$ cat src/rtl/bus_wait_pkg.sv
package bus_wait_pkg;
  typedef enum logic [1:0] {
    PH_IDLE = 2'd0,
    PH_T1   = 2'd1,
    PH_TW   = 2'd2,
    PH_T2   = 2'd3
  } phase_e;
endpackage

$ cat src/rtl/bus_wait_count.sv
module bus_wait_count #(
  parameter int W = 4
) (
  input  logic         clk_i,
  input  logic         rst_ni,
  input  logic         load_i,
  input  logic [W-1:0] val_i,
  input  logic         dec_i,
  output logic         zero_o
);
  logic [W-1:0] cnt_q;

  always_ff @(posedge clk_i or negedge rst_ni) begin
    if (!rst_ni)                    cnt_q <= '0;
    else if (load_i)                cnt_q <= val_i;
    else if (dec_i && cnt_q != '0)  cnt_q <= cnt_q - 1'b1;
  end

  assign zero_o = (cnt_q == '0);

  assert_dec_nonzero_R3: assert property (@(posedge clk_i) disable iff (!rst_ni)
    (dec_i && !load_i) |-> !zero_o);
endmodule

$ cat src/rtl/bus_wait_sample.sv
module bus_wait_sample (
  input  logic clk_i,
  input  logic rst_ni,
  input  logic fall_sel_i,
  input  logic wait_ni,
  input  logic late_i,
  output logic stretch_o,
  output logic late_hold_o
);
  logic fall_wait_q, fall_late_q;

  // mid-cycle capture for falling-edge mode
  always_ff @(negedge clk_i or negedge rst_ni) begin
    if (!rst_ni) begin
      fall_wait_q <= 1'b1;
      fall_late_q <= 1'b0;
    end else begin
      fall_wait_q <= wait_ni;
      fall_late_q <= late_i;
    end
  end

  assign stretch_o   = fall_sel_i ? (fall_late_q | ~fall_wait_q) : ~wait_ni;
  assign late_hold_o = fall_late_q;
endmodule

$ cat src/rtl/bus_wait_fsm.sv
module bus_wait_fsm
  import bus_wait_pkg::*;
(
  input  logic   clk_i,
  input  logic   rst_ni,
  input  logic   req_i,
  input  logic   fall_sel_i,
  input  logic   ign_i,
  input  logic   zero_i,
  input  logic   stretch_i,
  output logic   load_o,
  output logic   dec_o,
  output logic   fall_o,
  output logic   ign_o,
  output phase_e phase_o
);
  phase_e state_q, state_d;
  logic   fall_q, ign_q;

  always_comb begin
    state_d = state_q;
    load_o  = 1'b0;
    dec_o   = 1'b0;
    unique case (state_q)
      PH_IDLE: if (req_i) begin
        load_o  = 1'b1;
        state_d = PH_T1;
      end
      PH_T1: if (zero_i) state_d = PH_T2;
             else begin
               dec_o   = 1'b1;
               state_d = PH_TW;
             end
      PH_TW: if (!zero_i)                 dec_o   = 1'b1;
             else if (ign_q || !stretch_i) state_d = PH_T2;
      PH_T2: state_d = PH_IDLE;
      default: state_d = PH_IDLE;
    endcase
  end

  always_ff @(posedge clk_i or negedge rst_ni) begin
    if (!rst_ni) begin
      state_q <= PH_IDLE;
      fall_q  <= 1'b0;
      ign_q   <= 1'b0;
    end else begin
      state_q <= state_d;
      if (load_o) begin
        fall_q <= fall_sel_i;
        ign_q  <= ign_i;
      end
    end
  end

  assign phase_o = state_q;
  assign fall_o  = fall_q;
  assign ign_o   = ign_q;

  assert_accept_R2: assert property (@(posedge clk_i) disable iff (!rst_ni)
    (state_q == PH_IDLE && req_i) |=> state_q == PH_T1);
  assert_busy_no_accept_R2: assert property (@(posedge clk_i) disable iff (!rst_ni)
    (state_q == PH_T1) |=> (state_q == PH_TW || state_q == PH_T2));
  assert_zero_wait_R4: assert property (@(posedge clk_i) disable iff (!rst_ni)
    (state_q == PH_T1 && zero_i) |=> state_q == PH_T2);
  assert_ignore_R9: assert property (@(posedge clk_i) disable iff (!rst_ni)
    (state_q == PH_TW && zero_i && ign_q) |=> state_q == PH_T2);
  assert_stretch_R6: assert property (@(posedge clk_i) disable iff (!rst_ni)
    (state_q == PH_TW && zero_i && !ign_q && stretch_i) |=> state_q == PH_TW);
endmodule

$ cat src/rtl/bus_wait_ctrl.sv
module bus_wait_ctrl
  import bus_wait_pkg::*;
#(
  parameter int SW_W = 4
) (
  input  logic            clk_i,
  input  logic            rst_ni,
  input  logic            req_i,
  input  logic [SW_W-1:0] sw_wait_i,
  input  logic            wait_fall_sel_i,
  input  logic            wait_ni,
  input  logic            wait_late_i,
  input  logic            dma_dual_wr16_i,
  input  logic            dma_single_ack16_i,
  input  logic            cache_wb_i,
  output logic [1:0]      phase_o,
  output logic            strobe_o,
  output logic            done_o
);
  logic   load, dec, zero, stretch, late_hold, fall, ign;
  phase_e phase;

  bus_wait_count #(.W(SW_W)) i_count (
    .clk_i (clk_i), .rst_ni (rst_ni), .load_i (load), .val_i (sw_wait_i),
    .dec_i (dec), .zero_o (zero)
  );

  bus_wait_sample i_sample (
    .clk_i (clk_i), .rst_ni (rst_ni), .fall_sel_i (fall), .wait_ni (wait_ni),
    .late_i (wait_late_i), .stretch_o (stretch), .late_hold_o (late_hold)
  );

  bus_wait_fsm i_fsm (
    .clk_i (clk_i), .rst_ni (rst_ni), .req_i (req_i),
    .fall_sel_i (wait_fall_sel_i),
    .ign_i (dma_dual_wr16_i | dma_single_ack16_i | cache_wb_i),
    .zero_i (zero), .stretch_i (stretch), .load_o (load), .dec_o (dec),
    .fall_o (fall), .ign_o (ign), .phase_o (phase)
  );

  assign phase_o  = phase;
  assign strobe_o = (phase != PH_IDLE);
  assign done_o   = (phase == PH_T2);

  assert_done_single_R10: assert property (@(posedge clk_i) disable iff (!rst_ni)
    done_o |=> (!done_o && phase_o == 2'd0));
  assert_late_hold_R8: assert property (@(posedge clk_i) disable iff (!rst_ni)
    (phase == PH_TW && zero && !ign && fall && late_hold) |=> phase_o == 2'd2);
  assert_rise_release_R7: assert property (@(posedge clk_i) disable iff (!rst_ni)
    (phase == PH_TW && zero && !ign && !fall && wait_ni) |=> phase_o == 2'd3);
endmodule

$ cat config.mk
export PLATFORM = sky130hd
export DESIGN_NAME = bus_wait_ctrl
export DESIGN_NICKNAME = d
export VERILOG_FILES = /design/src/rtl/bus_wait_pkg.sv /design/src/rtl/bus_wait_count.sv /design/src/rtl/bus_wait_sample.sv /design/src/rtl/bus_wait_fsm.sv /design/src/rtl/bus_wait_ctrl.sv
export SDC_FILE = /design/constraint.sdc
export NUM_CORES = 1
export LEC_CHECK = 0
export BUFFER_PORTS_ARGS = -buffer_cell sky130_fd_sc_hd__clkbuf_2
export CAP_MARGIN = 20
export CORE_UTILIZATION = 40
export DETAILED_ROUTE_END_ITERATION = 8
export PLACE_DENSITY_LB_ADDON = 0.2
export SETUP_SLACK_MARGIN = 0.2
export SLEW_MARGIN = 20
export SYNTH_ARGS = -nofsm -noshare
export SYNTH_HDL_FRONTEND = slang
export SYNTH_SLANG_ARGS = --single-unit
$ cat constraint.sdc
create_clock -name clk_i -period 1.7 [get_ports clk_i]
set_input_delay 0.255 -clock clk_i [delete_from_list [all_inputs] [get_ports clk_i]]
set_output_delay 0.255 -clock clk_i [all_outputs]
set_load 0.02 [all_outputs]
## After elaboration in Yosys (flattened, before gate mapping)

Index checks and enable logic that the tools add are counted.

- Reduce and logical (&&, ||, !) cells: 10
- Equal/unequal tests: 6
- Bitwise logic cells: 5
- Muxes and demuxes: 12
- Add/subtract/negate cells: 1

Operators by type and width:

| operator | number |
|---|---|
| $mux W4 | 2 |
| $pmux W2 S4 | 1 |
| $mux W1 | 6 |
| $mux W2 | 3 |
| $eq A2 B2 Y1 const B | 2 |
| $logic_not A4 Y1 | 1 |
| $ne A2 B1 Y1 const B | 2 |
| $reduce_bool A2 Y1 | 2 |
| $reduce_bool A4 Y1 | 1 |
| $sub A4 B1 Y4 const B | 1 |
| $or A1 B1 Y1 | 3 |
| $reduce_and A3 Y1 | 1 |
| $eq A2 B1 Y1 const B | 1 |
| $logic_not A2 Y1 | 1 |
| $ne A2 B2 Y1 const B | 1 |
| $not A1 Y1 | 2 |
| $reduce_or A2 Y1 | 1 |
| $logic_and A1 B1 Y1 | 1 |
| $logic_not A1 Y1 | 1 |
| $logic_or A1 B1 Y1 | 1 |

- Logic and storage cells: 40
- Bits of input ports: 13
- Flip-flop bits (word level): 10

## Depth between registers and ports, before layout

- Depth in word-level cells: 8
- Depth in mapped cells: 6
- Mapped depth without buffers: 6

## Modules after synthesis

A second synthesis with hierarchy kept.

- Cells, all modules: 62
- Area, all modules: 645.6 um2

By module, submodules not included:

| module | cells an instance | area an instance (um2) | instances |
|---|---|---|---|
| bus_wait_fsm | 27 | 285.3 | 1 |
| bus_wait_count | 27 | 270.3 | 1 |
| bus_wait_sample | 5 | 71.3 | 1 |
| bus_wait_ctrl | 3 | 18.8 | 1 |

==> flow_metrics.tcl <==
set metrics [dict create \
    cts.sinks 10 \
    final_nets 106 \
    root_buffer "clkbuf_4" \
    cts_buffers 3 \
    drt_iter0_markers 0 \
    yosysWarningCount 0 \
    critPathLaunchType "flop" \
    antenna_found_initial 0 \
    drtPass1Iterations 1 \
    dpl.cell_count 94 \
    vias 526 \
    place_area_um2 749 \
    cp.required_ps 1860 \
    fp-row-count 13 \
    p_int_mw 1.17 \
    via_per_inst 5.21 \
    ys_seq_area_share_pct 43.7 \
    die_x_um 39.9 \
    maxSlewViolCount 0 \
    path_clk_slew_ps 70 \
    grt_pass1_wl_um 1900 \
    worst_hold_slack_ps 199 \
    dpl.hpwl_um 943 \
    fin_setup_tns_ps -859 \
    synth_nets 73 \
    cts_tree "done" \
    first_global_vias 456 \
    critPathCaptureType "flop" \
    area_growth_pct 56.1 \
    antennaDiodeCount 0 \
    cp_top_family "flip-flops" \
    grtUsageTotal_pct 19.7 \
    outcome "complete, but fails checks" \
    tightest_slew_ps 246 \
    multiInputGateArea_um2 375 \
    slew_headroom_pct 83.6 \
    fp.dieH_um 39.9 \
    cts.path.max_buffers 2 \
    cap_violations 0 \
    yosysTopAreaCell "dfrtp_1" \
    p_seq_share_pct 22.4 \
    final_antenna_net_count 0 \
    yosys-top-cells-area "dfrtp_1, ha_1, dfstp_2" \
    crit_chain "nand3b_1 -> a32oi_2 -> o21ai_2 -> mux2_4" \
    leakagePower_nw 0.431 \
    critPathKind "flop to flop" \
    ios 17 \
    drive_gt1_share_pct 57.0 \
    fillers 108 \
    fp.coreArea_um2 1320 \
    critical_path_arrival_ps 2360 \
    ys_ff_latch 10 \
    seq_area_um2 251 \
    synth_common_cells "dfrtp_1, ha_1, inv_1" \
    p_sw_mw 0.747 \
    violations "setup timing" \
    pwr-share-clk_pct 11.8 \
    cp.buffers_inverters 0 \
    synth_top_area_share_pct 34.8 \
    hold_path.class "primary input to flop" \
    finalSetupViolCount 2 \
    start_util_pct 43.7 \
    synthesis.area_um2 576 \
    grt_max_degree 11 \
    synth-edff-count 0 \
    pwr-share-comb_pct 65.8 \
    overflow 0 \
    skew_ps 45.7 \
    stdcell_count 101 \
    synth_cell_types 27 \
    htree_num_levels 1 \
    path_max_fanout 2 \
    numPortBuffers 16 \
    drc_errors 0 \
    yosysMostFrequentCell "dfrtp_1" \
    crit_path_max_incr_delay_ps 500 \
    synthCells 54 \
    rsz0062_at_grt "true" \
    swShare_pct 39.1 \
    synth-main-ff-cell "dfrtp_1" \
    setup_slack_ps -495 \
    crit_path_top_delay_cell "dfstp_2" \
    post_drt_wl_per_cell_um 12.7 \
    finalHoldViolations 0 \
    final_cell_area_um2 898 \
    power_density_nw_per_um2 2130 \
    dp_slack_ps -458 \
    drt-total-wl_um 1280 \
    die_area_um2 1590 \
    worstSkewPairLatency_ps 320 \
    async_reset_ff_share_pct 100 \
    place.gp.congestion 0.713 \
    ir_worst_vdd_uv 1220 \
    avgSynthCellArea_um2 10.7 \
]
kinds of logic (layout without fill, tap and decap cells):
group / count (synthesis) / after routing / share of synthesized area [%]
adder cells (fa/ha/maj): 6 / 6 / 13.0
AO/OA/AOI/OAI: 10 / 10 / 13.7
XOR/XNOR: 1 / 1 / 1.52
multiplexers: 4 / 4 / 8.26
flip-flops: 10 / 10 / 43.7
AND/OR/NAND/NOR: 17 / 17 / 15.9
buffers and inverters: 6 / 38 / 3.91
worst paths after layout:
path	startpoint	endpoint	slack, ps	cells after the start
max	i_sample.fall_wait_q$_DFF_NN1_	i_fsm.phase_o[1]$_DFFE_PN0P_	-500	4
min	wait_fall_sel_i	i_fsm.fall_o$_DFFE_PN0P_	200	2
max reg2reg	i_sample.fall_wait_q$_DFF_NN1_	i_fsm.phase_o[1]$_DFFE_PN0P_	-500	4
min reg2reg	i_fsm.ign_o$_DFFE_PN0P_	i_fsm.ign_o$_DFFE_PN0P_	500	2
max in group asynchronous	rst_ni	i_sample.fall_wait_q$_DFF_NN1_	250	2
min in group asynchronous	rst_ni	i_fsm.ign_o$_DFFE_PN0P_	380	2
state kept, by name, indices dropped and copies added (netlist names):
signal,cells
i_fsm.phase_o,2
i_sample.fall_wait_q,1
i_fsm.fall_o,1
i_count.cnt_q,4
i_fsm.ign_o,1
i_sample.late_hold_o,1
layer usage:
metal	GRT usage [%]	routed length, um	up-vias
met5	0	0	-
met3	8.33	54	4
li1	-	-	255
met4	10.3	19	0
met1	19.8	547	254
met2	34.3	660	13
through the flow:
| stage | utilization [%] | total power, mW |
|---|---|---|
| 2_1_floorplan | - | 1.07 |
| 3_3_place_gp | 56.9 | 1.39 |
| 3_5_place_dp | 56.9 | 1.43 |
| 4_1_cts | 67.0 | 1.87 |
| 5_1_grt | 68.2 | 2.05 |
| 6_report | 68.2 | 1.91 |
cell usage in the layout, fill, tap and decap left out, types with 2 or more instances in the layout:
cell type,instances
a21oi_2,2
buf_4,8
buf_6,3
clkbuf_2,15
clkbuf_4,3
dfrtp_1,8
ha_1,3
ha_4,3
inv_1,2
inv_2,4
mux2_4,2
nand2_1,4
nor2_1,4
what timing repair did:
item,CTS,global route
hold buffers,1,0
buffers inserted,2,0
pin swaps,3,0
hold endpoints to repair,8,0
gates resized for setup,16,4
endpoints found under the setup margin,4,5
area by class of cell:
type,instances,area share [%]
clock buffer,4,4.04
clock inverter,1,0.418
inverter,5,2.09
sequential,10,28.0
tap,15,2.09
multi-input combinational,38,41.8
timing repair buffer,28,21.6
power groups by stage:
stage	Combinational, mW	Clock (mW)	Sequential, mW
floorplan	0.612	0.00736	0.454
global placement	0.963	0.00736	0.421
finish	1.26	0.225	0.429
detailed placement	0.998	0.00736	0.424
CTS	1.21	0.230	0.426
global route	1.36	0.250	0.439
Power figures use the tool's default switching activity.
